$ cat src/rtl/pwm_pkg.sv
package pwm_pkg;
  localparam int OFF_CNTB = 'h00;
  localparam int OFF_CMPB = 'h04;
  localparam int OFF_OBS  = 'h08;
  localparam int OFF_CTRL = 'h0C;
  localparam int OFF_TIME = 'h10;
  localparam int TIME_DZ_LSB = 8;

  typedef struct packed {
    logic reload;
    logic invert;
    logic update;
    logic run;
  } ctrl_t;
endpackage

$ cat src/rtl/pwm_prescaler.sv
module pwm_prescaler #(
  parameter int PRE_W = 8
) (
  input  logic             clk,
  input  logic             rst_n,
  input  logic             en,
  input  logic [PRE_W-1:0] pre_val,
  output logic             tick
);
  logic [PRE_W-1:0] pc_q, pc_nxt;

  always_comb begin
    pc_nxt = pc_q;
    if (!en)                 pc_nxt = '0;
    else if (pc_q == pre_val) pc_nxt = '0;
    else                     pc_nxt = pc_q + 1'b1;
  end

  assign tick = en && (pc_q == pre_val);

  always_ff @(posedge clk or negedge rst_n)
    if (!rst_n) pc_q <= '0;
    else        pc_q <= pc_nxt;
endmodule

$ cat src/rtl/pwm_counter.sv
module pwm_counter #(
  parameter int CNT_W = 16
) (
  input  logic             clk,
  input  logic             rst_n,
  input  logic             tick,
  input  logic             run,
  input  logic             update,
  input  logic             reload,
  input  logic [CNT_W-1:0] cnt_buf,
  input  logic [CNT_W-1:0] cmp_buf,
  output logic [CNT_W-1:0] cnt,
  output logic             raw,
  output logic             uf
);
  logic [CNT_W-1:0] cnt_q, cnt_nxt, cmp_q, cmp_nxt, dec;
  logic             raw_q, raw_nxt;

  assign dec = cnt_q - 1'b1;

  always_comb begin
    cnt_nxt = cnt_q;
    cmp_nxt = cmp_q;
    raw_nxt = raw_q;
    uf      = 1'b0;
    if (update) begin
      cnt_nxt = cnt_buf;
      cmp_nxt = cmp_buf;
      raw_nxt = 1'b0;
    end else if (run && tick) begin
      if (cnt_q == '0) begin
        uf      = 1'b1;
        raw_nxt = 1'b0;
        if (reload) begin
          cnt_nxt = cnt_buf;
          cmp_nxt = cmp_buf;
        end
      end else begin
        cnt_nxt = dec;
        if (dec == cmp_q) raw_nxt = 1'b1;
      end
    end
  end

  always_ff @(posedge clk or negedge rst_n)
    if (!rst_n) begin
      cnt_q <= '0;
      cmp_q <= '0;
      raw_q <= 1'b0;
    end else begin
      cnt_q <= cnt_nxt;
      cmp_q <= cmp_nxt;
      raw_q <= raw_nxt;
    end

  assign cnt = cnt_q;
  assign raw = raw_q;
endmodule

$ cat src/rtl/pwm_deadzone.sv
module pwm_deadzone #(
  parameter int DZ_W = 8
) (
  input  logic            clk,
  input  logic            rst_n,
  input  logic            x,
  input  logic [DZ_W-1:0] dz_len,
  output logic            out_p,
  output logic            out_n
);
  logic            lvl_q, lvl_nxt, p_q, p_nxt, n_q, n_nxt;
  logic [DZ_W-1:0] dc_q, dc_nxt;

  always_comb begin
    lvl_nxt = lvl_q;
    dc_nxt  = dc_q;
    p_nxt   = p_q;
    n_nxt   = n_q;
    if (x != lvl_q) begin
      lvl_nxt = x;
      dc_nxt  = dz_len;
      p_nxt   = 1'b0;
      n_nxt   = 1'b0;
    end else if (dc_q != '0) begin
      dc_nxt = dc_q - 1'b1;
    end else begin
      p_nxt = lvl_q;
      n_nxt = ~lvl_q;
    end
  end

  always_ff @(posedge clk or negedge rst_n)
    if (!rst_n) begin
      lvl_q <= 1'b0;
      dc_q  <= '0;
      p_q   <= 1'b0;
      n_q   <= 1'b1;
    end else begin
      lvl_q <= lvl_nxt;
      dc_q  <= dc_nxt;
      p_q   <= p_nxt;
      n_q   <= n_nxt;
    end

  assign out_p = p_q;
  assign out_n = n_q;
endmodule

$ cat src/rtl/pwm_chan.sv
module pwm_chan
  import pwm_pkg::*;
#(
  parameter int CNT_W  = 16,
  parameter int PRE_W  = 8,
  parameter int DZ_W   = 8,
  parameter int ADDR_W = 5,
  parameter int DATA_W = 32
) (
  input  logic              clk,
  input  logic              rst_n,
  input  logic              wr_en,
  input  logic [ADDR_W-1:0] wr_addr,
  input  logic [DATA_W-1:0] wr_data,
  input  logic [ADDR_W-1:0] rd_addr,
  output logic [DATA_W-1:0] rd_data,
  output logic              out_p,
  output logic              out_n,
  output logic              irq
);
  localparam int CTRL_W = $bits(ctrl_t);

  logic [1:0]       rs_q;
  logic             rst_i_n;
  logic [CNT_W-1:0] cntb_q, cntb_nxt, cmpb_q, cmpb_nxt, obs;
  ctrl_t            ctrl_q, ctrl_nxt;
  logic [PRE_W-1:0] pre_q, pre_nxt;
  logic [DZ_W-1:0]  dz_q, dz_nxt;
  logic             irq_q, tick, raw, uf, run_w, upd_w, pre_en;
  logic             unused_wr;

  assign unused_wr = ^wr_data;

  always_ff @(posedge clk or negedge rst_n)
    if (!rst_n) rs_q <= 2'b00;
    else        rs_q <= {rs_q[0], 1'b1};
  assign rst_i_n = rs_q[1];

  always_comb begin
    cntb_nxt = cntb_q;
    cmpb_nxt = cmpb_q;
    ctrl_nxt = ctrl_q;
    pre_nxt  = pre_q;
    dz_nxt   = dz_q;
    if (uf && !ctrl_q.reload) ctrl_nxt.run = 1'b0;
    if (wr_en) begin
      case (wr_addr)
        ADDR_W'(OFF_CNTB): cntb_nxt = wr_data[CNT_W-1:0];
        ADDR_W'(OFF_CMPB): cmpb_nxt = wr_data[CNT_W-1:0];
        ADDR_W'(OFF_CTRL): ctrl_nxt = ctrl_t'(wr_data[CTRL_W-1:0]);
        ADDR_W'(OFF_TIME): begin
          pre_nxt = wr_data[PRE_W-1:0];
          dz_nxt  = wr_data[TIME_DZ_LSB +: DZ_W];
        end
        default: ;
      endcase
    end
  end

  always_ff @(posedge clk or negedge rst_i_n)
    if (!rst_i_n) begin
      cntb_q <= '0;
      cmpb_q <= '0;
      ctrl_q <= '0;
      pre_q  <= '0;
      dz_q   <= '0;
      irq_q  <= 1'b0;
    end else begin
      cntb_q <= cntb_nxt;
      cmpb_q <= cmpb_nxt;
      ctrl_q <= ctrl_nxt;
      pre_q  <= pre_nxt;
      dz_q   <= dz_nxt;
      irq_q  <= uf;
    end

  always_comb begin
    rd_data = '0;
    case (rd_addr)
      ADDR_W'(OFF_CNTB): rd_data = DATA_W'(cntb_q);
      ADDR_W'(OFF_CMPB): rd_data = DATA_W'(cmpb_q);
      ADDR_W'(OFF_OBS):  rd_data = DATA_W'(obs);
      ADDR_W'(OFF_CTRL): rd_data = DATA_W'(ctrl_q);
      ADDR_W'(OFF_TIME): begin
        rd_data[PRE_W-1:0]            = pre_q;
        rd_data[TIME_DZ_LSB +: DZ_W] = dz_q;
      end
      default: ;
    endcase
  end

  assign run_w  = ctrl_q.run;
  assign upd_w  = ctrl_q.update;
  assign pre_en = run_w && !upd_w;

  pwm_prescaler #(.PRE_W(PRE_W)) u_pre (
    .clk(clk), .rst_n(rst_i_n), .en(pre_en), .pre_val(pre_q), .tick(tick)
  );

  pwm_counter #(.CNT_W(CNT_W)) u_cnt (
    .clk(clk), .rst_n(rst_i_n), .tick(tick), .run(run_w), .update(upd_w),
    .reload(ctrl_q.reload), .cnt_buf(cntb_q), .cmp_buf(cmpb_q),
    .cnt(obs), .raw(raw), .uf(uf)
  );

  pwm_deadzone #(.DZ_W(DZ_W)) u_dz (
    .clk(clk), .rst_n(rst_i_n), .x(raw ^ ctrl_q.invert), .dz_len(dz_q),
    .out_p(out_p), .out_n(out_n)
  );

  assign irq = irq_q;
endmodule

$ cat config.mk
export PLATFORM = sky130hd
export DESIGN_NAME = pwm_chan
export DESIGN_NICKNAME = d
export VERILOG_FILES = /design/src/rtl/pwm_pkg.sv /design/src/rtl/pwm_prescaler.sv /design/src/rtl/pwm_counter.sv /design/src/rtl/pwm_deadzone.sv /design/src/rtl/pwm_chan.sv
export SDC_FILE = /design/constraint.sdc
export NUM_CORES = 1
export LEC_CHECK = 0
export BUFFER_PORTS_ARGS = -buffer_cell sky130_fd_sc_hd__buf_2
export CAP_MARGIN = 40
export CORE_ASPECT_RATIO = 1.2
export CORE_MARGIN = 2
export CORE_UTILIZATION = 58
export CTS_CLUSTER_DIAMETER = 40
export CTS_CLUSTER_SIZE = 25
export DETAILED_ROUTE_END_ITERATION = 12
export PLACE_DENSITY = 0.82
export SLEW_MARGIN = 20
export SYNTH_ARGS = -nofsm -noshare
export SYNTH_HDL_FRONTEND = slang
export SYNTH_HIERARCHICAL = 1
export SYNTH_SLANG_ARGS = --single-unit
export TNS_END_PERCENT = 20
$ cat constraint.sdc
create_clock -name clk -period 3.6 [get_ports clk]
set_input_delay 0.36 -clock clk [delete_from_list [all_inputs] [get_ports clk]]
set_output_delay 0.36 -clock clk [all_outputs]
set_load 0.01 [all_outputs]
==> results of run 1 <==
## worst max-delay path, cell delays in order, from the launching register on
cell	delay [ps]
sky130_fd_sc_hd__dfrtp_1	470
sky130_fd_sc_hd__inv_1	160
sky130_fd_sc_hd__ha_1	170
sky130_fd_sc_hd__or4b_2	600
sky130_fd_sc_hd__nor4_2	430
sky130_fd_sc_hd__a21o_1	200
sky130_fd_sc_hd__nand2b_1	360
sky130_fd_sc_hd__nand3_1	260
sky130_fd_sc_hd__o211ai_1	120
## Yosys cell counts, drive strengths merged, types with 8 or more instances
cell type,count
a211oi,8
a21oi,23
a221o,12
and3,8
buf,35
clkbuf,12
dfrtp,106
inv,20
mux2,70
mux2i,17
nand2,13
nand3,11
nand3b,11
nor2,42
nor3,16
nor4,8
o21ai,21
xnor2,17
xor2,20
## cell families after synthesis
family,count (synthesis)
multiplexers,87
buffers and inverters,67
AND/OR/NAND/NOR,145
adder cells (fa/ha/maj),6
flip-flops,107
AO/OA/AOI/OAI,106
XOR/XNOR,37
other,2
## cell usage in the layout, fill, tap and decap left out, types with 4 or more instances in the layout
cell                        count
sky130_fd_sc_hd__dfrtp_1      105
sky130_fd_sc_hd__mux2_2        60
sky130_fd_sc_hd__buf_2         47
sky130_fd_sc_hd__nor2_1        41
sky130_fd_sc_hd__o21ai_0       21
sky130_fd_sc_hd__inv_1         20
sky130_fd_sc_hd__a21oi_1       19
sky130_fd_sc_hd__xor2_1        18
sky130_fd_sc_hd__mux2i_1       17
sky130_fd_sc_hd__conb_1        17
sky130_fd_sc_hd__xnor2_1       17
sky130_fd_sc_hd__nor3_1        16
sky130_fd_sc_hd__a221o_1       12
sky130_fd_sc_hd__nand2_1       12
sky130_fd_sc_hd__nand3_1       11
sky130_fd_sc_hd__nand3b_1      10
sky130_fd_sc_hd__mux2_4        10
sky130_fd_sc_hd__clkbuf_16      9
sky130_fd_sc_hd__a211oi_1       8
sky130_fd_sc_hd__buf_4          7
sky130_fd_sc_hd__a31oi_1        6
sky130_fd_sc_hd__nand4_1        6
sky130_fd_sc_hd__ha_1           6
sky130_fd_sc_hd__and3_1         5
sky130_fd_sc_hd__or3_1          5
sky130_fd_sc_hd__o22a_1         5
sky130_fd_sc_hd__a211o_1        4
sky130_fd_sc_hd__nor2b_1        4
sky130_fd_sc_hd__a21oi_2        4
sky130_fd_sc_hd__or2_2          4
sky130_fd_sc_hd__a221oi_1       4
## final cells by class
type                            count  area, sq um  area share, %
Clock buffer                       12        256.5          3.821
Tap cell                          129        161.4          2.404
Inverter                           20        75.07          1.118
Timing Repair Buffer               57        336.6          5.014
Sequential cell                   107         2683          39.96
Multi-Input combinational cell    398         3144          46.84
Clock inverter                      4        56.30         0.8388
## where the power goes
part,internal [mW],total [mW],switching [mW]
sequential,1.57,2.04,0.479
combinational,0.773,1.59,0.821
clock,0.586,1.03,0.443
## registers in the layout, summed over array words and instances (netlist names), 2 cells and up
| register | cells |
|---|---|
| u_cnt/cnt | 16 |
| u_dz/dc_q | 8 |
| cmpb_q | 16 |
| u_cnt/cmp_q | 16 |
| dz_q | 8 |
| ctrl_q | 2 |
| cntb_q | 16 |
| u_pre/pc_q | 8 |
| pre_q | 8 |
| rs_q | 2 |
## stage by stage
| step | power, mW | hold slack [ps] |
|---|---|---|
| 5_1_grt | 4.919 | 260.7 |
| 6_report | 4.668 | 249.0 |
| 3_5_place_dp | 3.604 | 146.6 |
| 4_1_cts | 4.649 | 265.7 |
| 3_3_place_gp | 3.491 | 145.8 |
| 2_1_floorplan | 3.222 | 64.41 |
## per-layer routing
layer	global-route usage (%)	vias to the layer above	part of all wire [%]	wire length [um]
met5	0	-	0	0
met4	7.778	0	1.9	286
met3	5.107	29	4.9	718
met2	47.49	182	53	7803
met1	31.20	2324	40	5913
li1	-	2073	-	-
## how the worst max path moves through the flow
stage                             start                         end  slack (ps)  cells after the start
4_1_cts        u_cnt/cnt[0]$_DFFE_PN0P_   u_cnt/cnt[10]$_DFFE_PN0P_         740                      9
3_5_place_dp   u_cnt/cnt[0]$_DFFE_PN0P_    u_cnt/cnt[0]$_DFFE_PN0P_         750                      8
6_report       u_cnt/cnt[0]$_DFFE_PN0P_    u_cnt/cnt[0]$_DFFE_PN0P_         670                      8
3_3_place_gp   u_cnt/cnt[0]$_DFFE_PN0P_  u_cnt/cmp_q[2]$_DFFE_PN0P_         890                      7
2_1_floorplan         rs_q[1]$_DFF_PN0_       cmpb_q[0]$_DFFE_PN0P_         400                      0
5_1_grt        u_cnt/cnt[0]$_DFFE_PN0P_    u_cnt/cnt[0]$_DFFE_PN0P_         570                      8
## repair_timing
action	in CTS	in global routing
hold buffers	1	0
hold endpoints to repair	2	0
resized for setup	0	0
==> results.md, run 1 <==
- The share of the synthesized area in compound gates (AO/OA/AOI/OAI) is 12.70%.
- At the end of the flow, the number of nets in the layout was roughly 640.
- Summed over its instances, the top area cell type makes up around 43% of the synthesized netlist area.
- In the final routed layout, each cell accounts on average for between 20 and 25 um.
- No sink is reached through more buffers than the 2 on the longest clock path.
- TritonCTS built the clock tree.
- The layout has 796 filler cells.
- The number of global-route vias before repair was approximately 4600.
- The endpoint of the most critical register-to-register path is u_cnt/cnt[0]$_DFFE_PN0P_.
- In this run the clock root is driven by a sky130_fd_sc_hd__clkbuf_16.
- The flip-flop cell with the highest count after synthesis is sky130_fd_sc_hd__dfrtp_1.
- The insertion delay of the later-clocked pin in the worst-skew pair is 340 ps.
- The final period utilization is between 80% and 90%.
- The data arrival time of the critical path is slightly above 3000 ps.
- The total leakage power is roughly 3.1 nW.
- After Yosys synthesis, and, or, nand and nor cells account for around 14% of the synthesized area.
- The async set-reset flop share out of synthesis is 100.0%.
- The first TritonRoute pass finished after 5 iterations.
- The tightest slew margin relative to the limit is 47.94%.
- For the pin with the worst max-slew slack, the measured transition is 780.9 ps.
- The required time at the worst-slack endpoint is between 3000 and 4000 ps.
- The area of placed instances is around 0.0064 sq mm.
- Summed over all nets, the half-perimeter wirelength after detailed placement is just over 10000 um.
- The level count of the clock H-tree is 3.
- Once routing completed, OpenROAD measured the worst setup slack at 673.3 ps.
- The fraction of synthesized area in multiplexers is about 16%.
- The maximum achievable frequency is ~0.34 GHz.
- Counting I/O delays and the setup requirement, the final critical path takes approximately 3000 ps.
- The worst setup path is of the register to register kind.
- The number of standard cells in the layout, taps in and fillers out is 727.
- The ratio of cells with drive above 1 in the final layout is between 20% and 30%.
- The number of synthesized flops with an enable pin is 0.
- At the end of the flow the core is filled with cells to ~64%.
- The netlist area before placement is 0.006148 sq mm.
- The post-detailed-route count of antenna-violating nets is 0.
- The source of the worst register-to-register timing path is u_cnt/cnt[0]$_DFFE_PN0P_.
- The synthesized netlist devotes between 1 and 1.5% of its cell area to adder and majority cells.
- The count of boundary I/O pins is 80.
- The average via count per standard cell is approximately 6.3.
- The count of final hold-check violations was 0.
- The residual DRC count is 0.
- The biggest fanout along the worst timing path is 17.
- The highest ir drop seen on vdd is approximately 0.46 mV.
- Between clock sinks in the finished design, the worst skew comes to between 10 and 15 ps.
- The maximum number of pins on one net before global-route repair is 53.
- The placer's final routability congestion estimate is approximately 0.89.
- The placeable core region is about 0.010 sq mm.
- The finished cells cover roughly 0.0067 sq mm.
- The number of antenna diodes in the final layout is 0.
- The cell type contributing the most total cell area after synthesis is sky130_fd_sc_hd__dfrtp_1.
- The count of final max-slew check failures came to 0.
- The routed design has approximately 15000 um of wire.
- The number of cells in the design after placement is between 700 and 800.
- The vertical die dimension is 116.8 um.
- The initial utilization of the core area, before any placement, comes to roughly three fifths.
- The kind of capture point of the worst setup path is a register.
- The number of violations of the max-capacitance limit is 0.
- After synthesis, the netlist uses 70 different library cells.
- The setup TNS is 0 ps.
- The path class of the tightest hold or removal check is register to async pin.
- The wire length of the first global-routing pass is ~23000 um.
- By area, the combinational part of the netlist is dominated by multiplexers.
- Synthesis produced about 560 cells.
- After synthesis, flip-flops and latches occupy about 44% of the total area.
- STA classifies the critical path startpoint as a register.
- The total congestion overflow is 0.
- The number of CTS-inserted buffers is 9.
- Clock-pin slew was measured on the worst setup and hold paths at 70 ps.
- The number of setup buffers added after CTS is 0.
- The number of standard-cell rows in the floorplan is 41.
- Before CTS, the worst setup slack after placement is between 700 and 800 ps.
- The die covers between 0.01 and 0.015 sq mm.
- Setup violations remaining at the end of the flow were counted as 0.
- The total number of vias is 4608.
- Setup repair after global routing left no endpoint under its margin.
- The area growth from synthesis to layout is 9.178%.
- The initial antenna violation count is 0.
- The run finished with clean final reports.
- The total of flip-flops plus latches after synthesis is approximately 110.
- The number of I/O port buffers is 47.
- The number of warnings printed during yosys synthesis is 6.
- By area the synthesized netlist is led by sky130_fd_sc_hd__dfrtp_1 (43%), sky130_fd_sc_hd__mux2_2 (11%), sky130_fd_sc_hd__mux2i_1 (2.8%), sky130_fd_sc_hd__xor2_1 (2.6%), sky130_fd_sc_hd__nor2_1 (2.5%).
- For flop-to-flop paths, the worst setup slack is 670 ps.
- The clock drives about 110 sinks.
- The width of the chip is 97.99 um.
- The global-route usage over all layers is 25.91%.
- The number of cells on the worst reg-to-reg path is 8.
- The areal power density over the cells is between 600 and 700 mW/mm^2.
- The share of the synthesized netlist area taken by xor and xnor gates is under 10%.
- Each instance of the synthesized netlist takes up on average roughly 11 sq um.
- After the first detailed-routing iteration, the DRC count stood at slightly below 300.
No activity file was read; power rests on OpenSTA's default activity.
==> run 2, diff against run 1 <==
--- a/config.mk
+++ b/config.mk
@@ -9,11 +9,11 @@
 export CAP_MARGIN = 40
 export CORE_ASPECT_RATIO = 1.2
 export CORE_MARGIN = 2
-export CORE_UTILIZATION = 58
+export CORE_UTILIZATION = 53
 export CTS_CLUSTER_DIAMETER = 40
 export CTS_CLUSTER_SIZE = 25
 export DETAILED_ROUTE_END_ITERATION = 12
-export PLACE_DENSITY = 0.82
+export PLACE_DENSITY = 0.79
 export SLEW_MARGIN = 20
 export SYNTH_ARGS = -nofsm -noshare
 export SYNTH_HDL_FRONTEND = slang
==> constraint.sdc (replaced) <==
create_clock -name clk -period 2.4 [get_ports clk]
set_input_delay 0.24 -clock clk [delete_from_list [all_inputs] [get_ports clk]]
set_output_delay 0.24 -clock clk [all_outputs]
set_load 0.01 [all_outputs]
==> results.md, run 2 (synthesis results as in run 1) <==
- Leaving out fill and tap cells, the most frequent cells in the layout are sky130_fd_sc_hd__dfrtp_1 (105), sky130_fd_sc_hd__buf_4 (63), sky130_fd_sc_hd__mux2_2 (60).
- The post-detailed-route count of antenna-violating nets is 0 (unchanged).
- The setup TNS is 0 ps (unchanged).
- The cell seen most often among critical-path stages is sky130_fd_sc_hd__buf_4.
- The starting density of the core is 53.65% (-5.4 points).
- The detailed router's first-iteration violation count was 326 (+11%).
- The count of final max-slew check failures is 0 (unchanged).
- The final count of negative-setup-slack endpoints came to 0 (unchanged).
- The vertical die dimension is 122.0 um (+4.5%).
- The half-perimeter wire length after placement is 11050 um (+7.8%).
- The overall power was 7.653 mW (+64%).
- The biggest fanout along the worst timing path came to 6 (-11).
- The detail-routed net length per standard cell came to 18.88 um (-6.8%).
- The cell sitting at the root of the clock tree is a sky130_fd_sc_hd__clkbuf_16.
- The insertion delay of the later-clocked pin in the worst-skew pair is 360 ps (+20 ps).
- The final period utilization is 99.48% (+18 points).
- The first-pass iteration count of the detailed router is 5 (unchanged).
- The total congestion overflow is 0 (unchanged).
- The kind of path behind the tightest hold check is input pin to register.
- The final-stage net count is 704 (+9.3%).
- The number of violations of the max-capacitance limit is 0 (unchanged).
- The data arrival time of the critical path is 2640 ps (-470 ps).
- The number of standard-cell rows in the floorplan came to 43 (+4.9%).
- The flow ran to the end, and the final reports show no timing, DRC or antenna violations.
- The clock tree from TritonCTS is built.
- The required time at the worst-slack endpoint is 2650 ps (-1140 ps).
- The wire length of the first global-routing pass is 24660 um (+6.1%).
- The shortest period the worst path allows is 2387 ps (-539.2 ps).
- The library cell used most frequently in the layout, excluding fill and tap cells, is sky130_fd_sc_hd__dfrtp_1.
- Relative to the synthesized area, the layout overhead comes to 19.33%.
- The placeable core region is 0.01146 sq mm (+10%).
- Counting instances, the worst hold path has a depth of 2.
- The critical path in this run is classified as register to register.
- The tightest slew margin relative to the limit is 58.87% (+11 points).
- The largest stage delay on the critical path is 380 ps (-220 ps).
- The number of inserted diodes was 0 (unchanged).
- The number of buffer and inverter instances along the worst setup path is 5 (+4).
- The maximum number of pins on one net before global-route repair is 48 (-9.4%).
- The number of CTS-inserted buffers is 9 (unchanged).
- The count of boundary I/O pins is 80 (unchanged).
- The total number of vias came to 4775 (+3.6%).
- The post-route clock skew was 7.338 ps (-3.188 ps).
- The areal power density over the cells is 1043 mW/mm^2 (+50%).
- The slew at the pin with the worst max-slew slack is 616.9 ps (-164.0 ps).
- The number of I/O port buffers is 47 (unchanged).
- The total leakage power is 3.448 nW (+11%).
- The count of final hold-check violations is 0 (unchanged).
- The highest ir drop seen on vdd came to 0.6533 mV (+42%).
- The clock transition at the registers of the reported paths is 70 ps (about the same).
- The critical path goes through inv_2 -> buf_4 -> ha_4 -> buf_4 -> buf_4 -> nor3b_2 -> buf_4 -> xnor2_1 -> a2111oi_4 -> a41oi_2 -> a2111oi_2.
- The critical path's slowest cell is sky130_fd_sc_hd__a2111oi_4.
- The initial antenna violation count came to 0 (unchanged).
- The maximum achievable frequency was 0.4189 GHz (+23%).
- The kind of capture point of the worst setup path is a register.
- The ratio of cells with drive above 1 in the final layout is 38.60% (+9.2 points).
- The level count of the clock H-tree came to 3 (unchanged).
- The average via count per standard cell is 5.859 (-7.6%).
- Setup repair after global routing could not meet its margin everywhere.
- The number of cells on the critical path came to 11 (+3).
- The residual DRC count came to 0 (unchanged).
- The worst-case reg-to-reg path depth is 11 (+3).
- The dominant delay contributor by cell family on the critical path is compound AO/OA/AOI/OAI gates.
- The final routed wirelength across all metal layers was 15390 um (+4.5%).
- The die footprint was 0.01248 sq mm (+9.1%).
- The global-route usage over all layers is 26.11% (+0.19 points).
- The width of the chip is 102.3 um (+4.4%).
- The number of clock sinks is 107 (unchanged).
- The number of global-route vias before repair came to 4846 (+4.5%).
- The deepest clock path buffer count is 2 (unchanged).
- The placer's final routability congestion estimate came to 0.9562 (+7.7%).
- The worst setup path is launched from a register.
## run 2: worst reg2reg max path, stage by stage, from the launching register on
cell and delay, ps:
sky130_fd_sc_hd__dfrtp_1 360, sky130_fd_sc_hd__inv_2 40, sky130_fd_sc_hd__buf_4 140, sky130_fd_sc_hd__ha_4 160, sky130_fd_sc_hd__buf_4 120, sky130_fd_sc_hd__buf_4 140
sky130_fd_sc_hd__nor3b_2 160, sky130_fd_sc_hd__buf_4 160, sky130_fd_sc_hd__xnor2_1 170, sky130_fd_sc_hd__a2111oi_4 380, sky130_fd_sc_hd__a41oi_2 170, sky130_fd_sc_hd__a2111oi_2 280
## run 2: final cells by class
type	count	area, sq um
Clock inverter	4	51.30
Timing Repair Buffer	117	803.3
Multi-Input combinational cell	398	3282
Fill cell	896	4123
Inverter	20	75.07
Tap cell	157	196.4
Clock buffer	12	246.5
Sequential cell	107	2683
## run 2: stage by stage
stage	worst slack [ps]	area [sq um]	utilization, %	hold slack (ps)	instances
after CTS	2.095	7202	62.85	130.0	812
after detailed placement	-138.1	6854	59.81	26.60	795
after global routing	-149.1	7337	64.02	133.8	815
after global placement	-73.48	6854	59.81	26.14	795
after floorplan	-68.52	6206	-	-55.59	572
final	12.55	7337	64.02	140.2	815
## run 2: path summary, 6_finish.rpt
check	slack, ps	endpoint	startpoint
max in group asynchronous	1370	pre_q[2]$_DFFE_PN0P_	rs_q[1]$_DFF_PN0_
worst max register to register	10	u_cnt/raw$_DFFE_PN0P_	u_cnt/cnt[1]$_DFFE_PN0P_
worst max-delay path	10	u_cnt/raw$_DFFE_PN0P_	u_cnt/cnt[1]$_DFFE_PN0P_
worst min register to register	330	cmpb_q[13]$_DFFE_PN0P_	rs_q[1]$_DFF_PN0_
worst min-delay path	140	dz_q[6]$_DFFE_PN0P_	wr_data[14]
min in group asynchronous	180	rs_q[1]$_DFF_PN0_	rst_n
## run 2: report_power, final
group | switching [mW] | internal (mW) | total (mW)
clock | 0.672 | 0.839 | 1.51
sequential | 0.521 | 2.35 | 2.87
combinational | 1.68 | 1.59 | 3.27
total | 2.87 | 4.78 | 7.65
## run 2: what timing repair did
action / in CTS / in global routing
pin swaps: 2 / 11
hold buffers: 1 / 0
resized for setup: 8 / 23
hold endpoints to repair: 2 / 0
gates cloned: 0 / 0
buffers inserted: 0 / 3
endpoints found under the setup margin: 31 / 9
## run 2: layer usage
metal	part of all wire, %	track usage (%)
met1	40	31.37
met2	52	44.90
met3	4.5	4.934
met4	3.4	12.17
met5	0	0
==> run 3, diff against run 2 <==
--- a/config.mk
+++ b/config.mk
@@ -14,6 +14,7 @@
 export CTS_CLUSTER_SIZE = 25
 export DETAILED_ROUTE_END_ITERATION = 12
 export PLACE_DENSITY = 0.79
+export SETUP_SLACK_MARGIN = 0.4
 export SLEW_MARGIN = 20
 export SYNTH_ARGS = -nofsm -noshare
 export SYNTH_HDL_FRONTEND = slang
==> results.md, run 3 (synthesis results as in run 1) <==
- The largest stage delay on the critical path is 420 ps (+40 ps).
- The required time at the worst-slack endpoint came to 2650 ps (about the same).
- STA classifies the critical path endpoint as a register.
- Setup repair after global routing could not meet its margin everywhere.
- The maximum achievable frequency is 0.4144 GHz (-1.1%).
- The sequential standard cell area is 0.002684 sq mm (about the same).
- Broken down by cell family, the worst path's largest delay share belongs to simple AND/OR/NAND/NOR gates.
- The final-stage net count is 708 (+0.57%).
- The width of the chip came to 102.3 um (unchanged).
- The area growth from synthesis to layout is 22.73%.
- The kind of critical path is register to register.
- The library cells used most frequently in the layout, excluding fill and tap cells, are sky130_fd_sc_hd__dfrtp_1 (104), sky130_fd_sc_hd__buf_4 (53), sky130_fd_sc_hd__mux2_2 (50).
- The maximum number of pins on one net before global-route repair is 48 (unchanged).
- The worst setup path is launched from a register.
- The most common cell after layout, fill and taps aside is sky130_fd_sc_hd__dfrtp_1.
- The final count of negative-setup-slack endpoints is 1 (+1).
- The area used by multi-input combinational logic is 0.003407 sq mm (+3.8%).
- The run finished, with violations left.
- The starting density of the core is 53.65% (unchanged).
- The wire length of the first global-routing pass is 24730 um (+0.28%).
- The number of standard-cell rows in the floorplan came to 43 (unchanged).
- The kind of path behind the tightest hold check is input pin to register.
- The die footprint is 0.01248 sq mm (unchanged).
- The vertical die dimension is 122.0 um (unchanged).
- The final worst slack came to -13.08 ps (-25.63 ps).
- The detailed route wirelength on metal2 is 8605 um (+7.5%).
- The number of buffer and inverter instances along the worst setup path is 0 (-5).
- The insertion delay of the later-clocked pin in the worst-skew pair came to 360 ps (about the same).
- The number of inserted diodes is 0 (unchanged).
- The number of cells on the critical path was 9 (-2).
- The total routed wire length on the met1 layer came to 6450 um (+4.6%).
- The ratio of cells with drive above 1 in the final layout is 41.69% (+3.1 points).
- The clock root buffer master is sky130_fd_sc_hd__clkbuf_16.
- The total leakage power is 3.544 nW (+2.8%).
- The count of final max-slew check failures is 0 (unchanged).
- The post-placement setup slack came to -138.1 ps (unchanged).
- The worst-case reg-to-reg path depth came to 9 (-2).
- The areal power density over the cells is 1047 mW/mm^2 (+0.40%).
- The final period utilization is 100.5% (+1.1 points).
- The detail-routed net length per standard cell was 19.82 um (+5.0%).
- The placer's final routability congestion estimate is 0.9562 (unchanged).
- The biggest fanout along the worst timing path is 2 (-4).
- The critical path goes through xor2_2 -> nor4_4 -> and3_4 -> a21oi_1 -> nor3_2 -> nand4_1 -> nor3_2 -> a41oi_2 -> a2111oi_2.
- The clock tree from TritonCTS is built.
- The final routed wirelength across all metal layers is 16230 um (+5.5%).
- The data arrival time of the critical path is 2670 ps (+30 ps).
- The residual DRC count came to 0 (unchanged).
- The first-pass iteration count of the detailed router was 4 (-1).
- For this design, the slowest cell found on the critical path is sky130_fd_sc_hd__dfrtp_1.
- The final reports fail on negative setup slack.
- The initial antenna violation count was 0 (unchanged).
- The tightest slew margin relative to the limit is 58.04% (-0.83 points).
- The global-route usage over all layers was 26.23% (+0.12 points).
- The total number of vias came to 4829 (+1.1%).
- The post-route clock skew is 5.673 ps (-1.665 ps).
- The count of boundary I/O pins is 80 (unchanged).
- The highest ir drop seen on vdd came to 0.6631 mV (+1.5%).
- The placeable core region is 0.01146 sq mm (unchanged).
- The highest routed metal layer is met4.
- The cell that appears most often on the critical path is sky130_fd_sc_hd__nor3_2.
- The average via count per standard cell is 5.896 (+0.64%).
- The level count of the clock H-tree is 3 (unchanged).
- The total congestion overflow is 0 (unchanged).
- The worst hold-check slack is 139.5 ps (-0.7150 ps).
- The half-perimeter wire length after placement is 11050 um (unchanged).
- The shortest period the worst path allows came to 2413 ps (+25.63 ps).
- The detailed router's first-iteration violation count is 320 (-1.8%).
- The count of final hold-check violations is 0 (unchanged).
- The worst hold path stage count came to 2 (unchanged).
- The detailed-routed wire length on met3 was 610 um (-11%).
- The clock transition at the registers of the reported paths came to 70 ps (about the same).
- The number of violations of the max-capacitance limit is 0 (unchanged).
- The filler cell count in the final layout is 858 (-4.2%).
- The number of I/O port buffers was 47 (unchanged).
- The number of global-route vias before repair is 4871 (+0.52%).
- The deepest clock path buffer count is 2 (unchanged).
- The number of clock sinks was 107 (unchanged).
- The post-detailed-route count of antenna-violating nets came to 0 (unchanged).
- The slew at the pin with the worst max-slew slack is 624.6 ps (+7.745 ps).
- The number of CTS-inserted buffers came to 9 (unchanged).
-- run 3: layout make-up --
type | instances | area share (%)
timing repair buffer | 121 | 11.74
tap | 157 | 2.603
clock inverter | 4 | 0.6798
sequential | 107 | 35.57
multi-input combinational | 398 | 45.15
clock buffer | 12 | 3.266
inverter | 20 | 0.9949
-- run 3: per-stage QoR --
| stage | total power [mW] | cells | utilization (%) | TNS [ps] | area (sq um) |
|---|---|---|---|---|---|
| global route | 8.298 | 819 | 65.85 | -469.4 | 7546 |
| finish | 7.902 | 819 | 65.85 | -13.08 | 7546 |
| detailed placement | 5.867 | 795 | 59.81 | -2850 | 6854 |
| global placement | 5.704 | 795 | 59.81 | -870.2 | 6854 |
| CTS | 7.512 | 814 | 63.52 | 0 | 7279 |
| floorplan | 4.832 | 572 | - | -861.3 | 6206 |
-- run 3: metal layers --
metal / global-route usage [%] / vias to the layer above
met1: 31.18 / 2458
met2: 45.60 / 134
met5: 0 / -
met3: 4.934 / 33
li1: - / 2204
met4: 12.00 / 0
-- run 3: worst paths after layout --
kind	startpoint	to	slack, ps
setup reg to reg	u_pre/pc_q[3]$_DFF_PN0_	u_cnt/raw$_DFFE_PN0P_	-10
hold / removal	wr_data[14]	dz_q[6]$_DFFE_PN0P_	140
max in group asynchronous	rs_q[1]$_DFF_PN0_	pre_q[3]$_DFFE_PN0P_	1340
setup / recovery	u_pre/pc_q[3]$_DFF_PN0_	u_cnt/raw$_DFFE_PN0P_	-10
min in group asynchronous	rst_n	rs_q[1]$_DFF_PN0_	180
hold reg to reg	rs_q[1]$_DFF_PN0_	cmpb_q[13]$_DFFE_PN0P_	340
-- run 3: worst reg2reg max path, stage by stage, from the launching register on --
cell and delay, ps:
sky130_fd_sc_hd__dfrtp_1 420, sky130_fd_sc_hd__xor2_2 210, sky130_fd_sc_hd__nor4_4 350, sky130_fd_sc_hd__and3_4 260
sky130_fd_sc_hd__a21oi_1 90, sky130_fd_sc_hd__nor3_2 180, sky130_fd_sc_hd__nand4_1 160, sky130_fd_sc_hd__nor3_2 230
sky130_fd_sc_hd__a41oi_2 140, sky130_fd_sc_hd__a2111oi_2 280
-- run 3: what timing repair did --
action | in CTS | in global routing
pin swaps | 13 | 19
hold endpoints to repair | 2 | 0
setup buffers | 1 | 4
cloned | 1 | 1
hold buffers | 1 | 0
setup endpoints to repair | 41 | 49
resized for setup | 28 | 61
-- run 3: power by group --
group / total [mW] / internal, mW / switching (mW)
Combinational: 3.49 / 1.71 / 1.78
Clock: 1.52 / 0.839 / 0.679
Sequential: 2.89 / 2.35 / 0.538
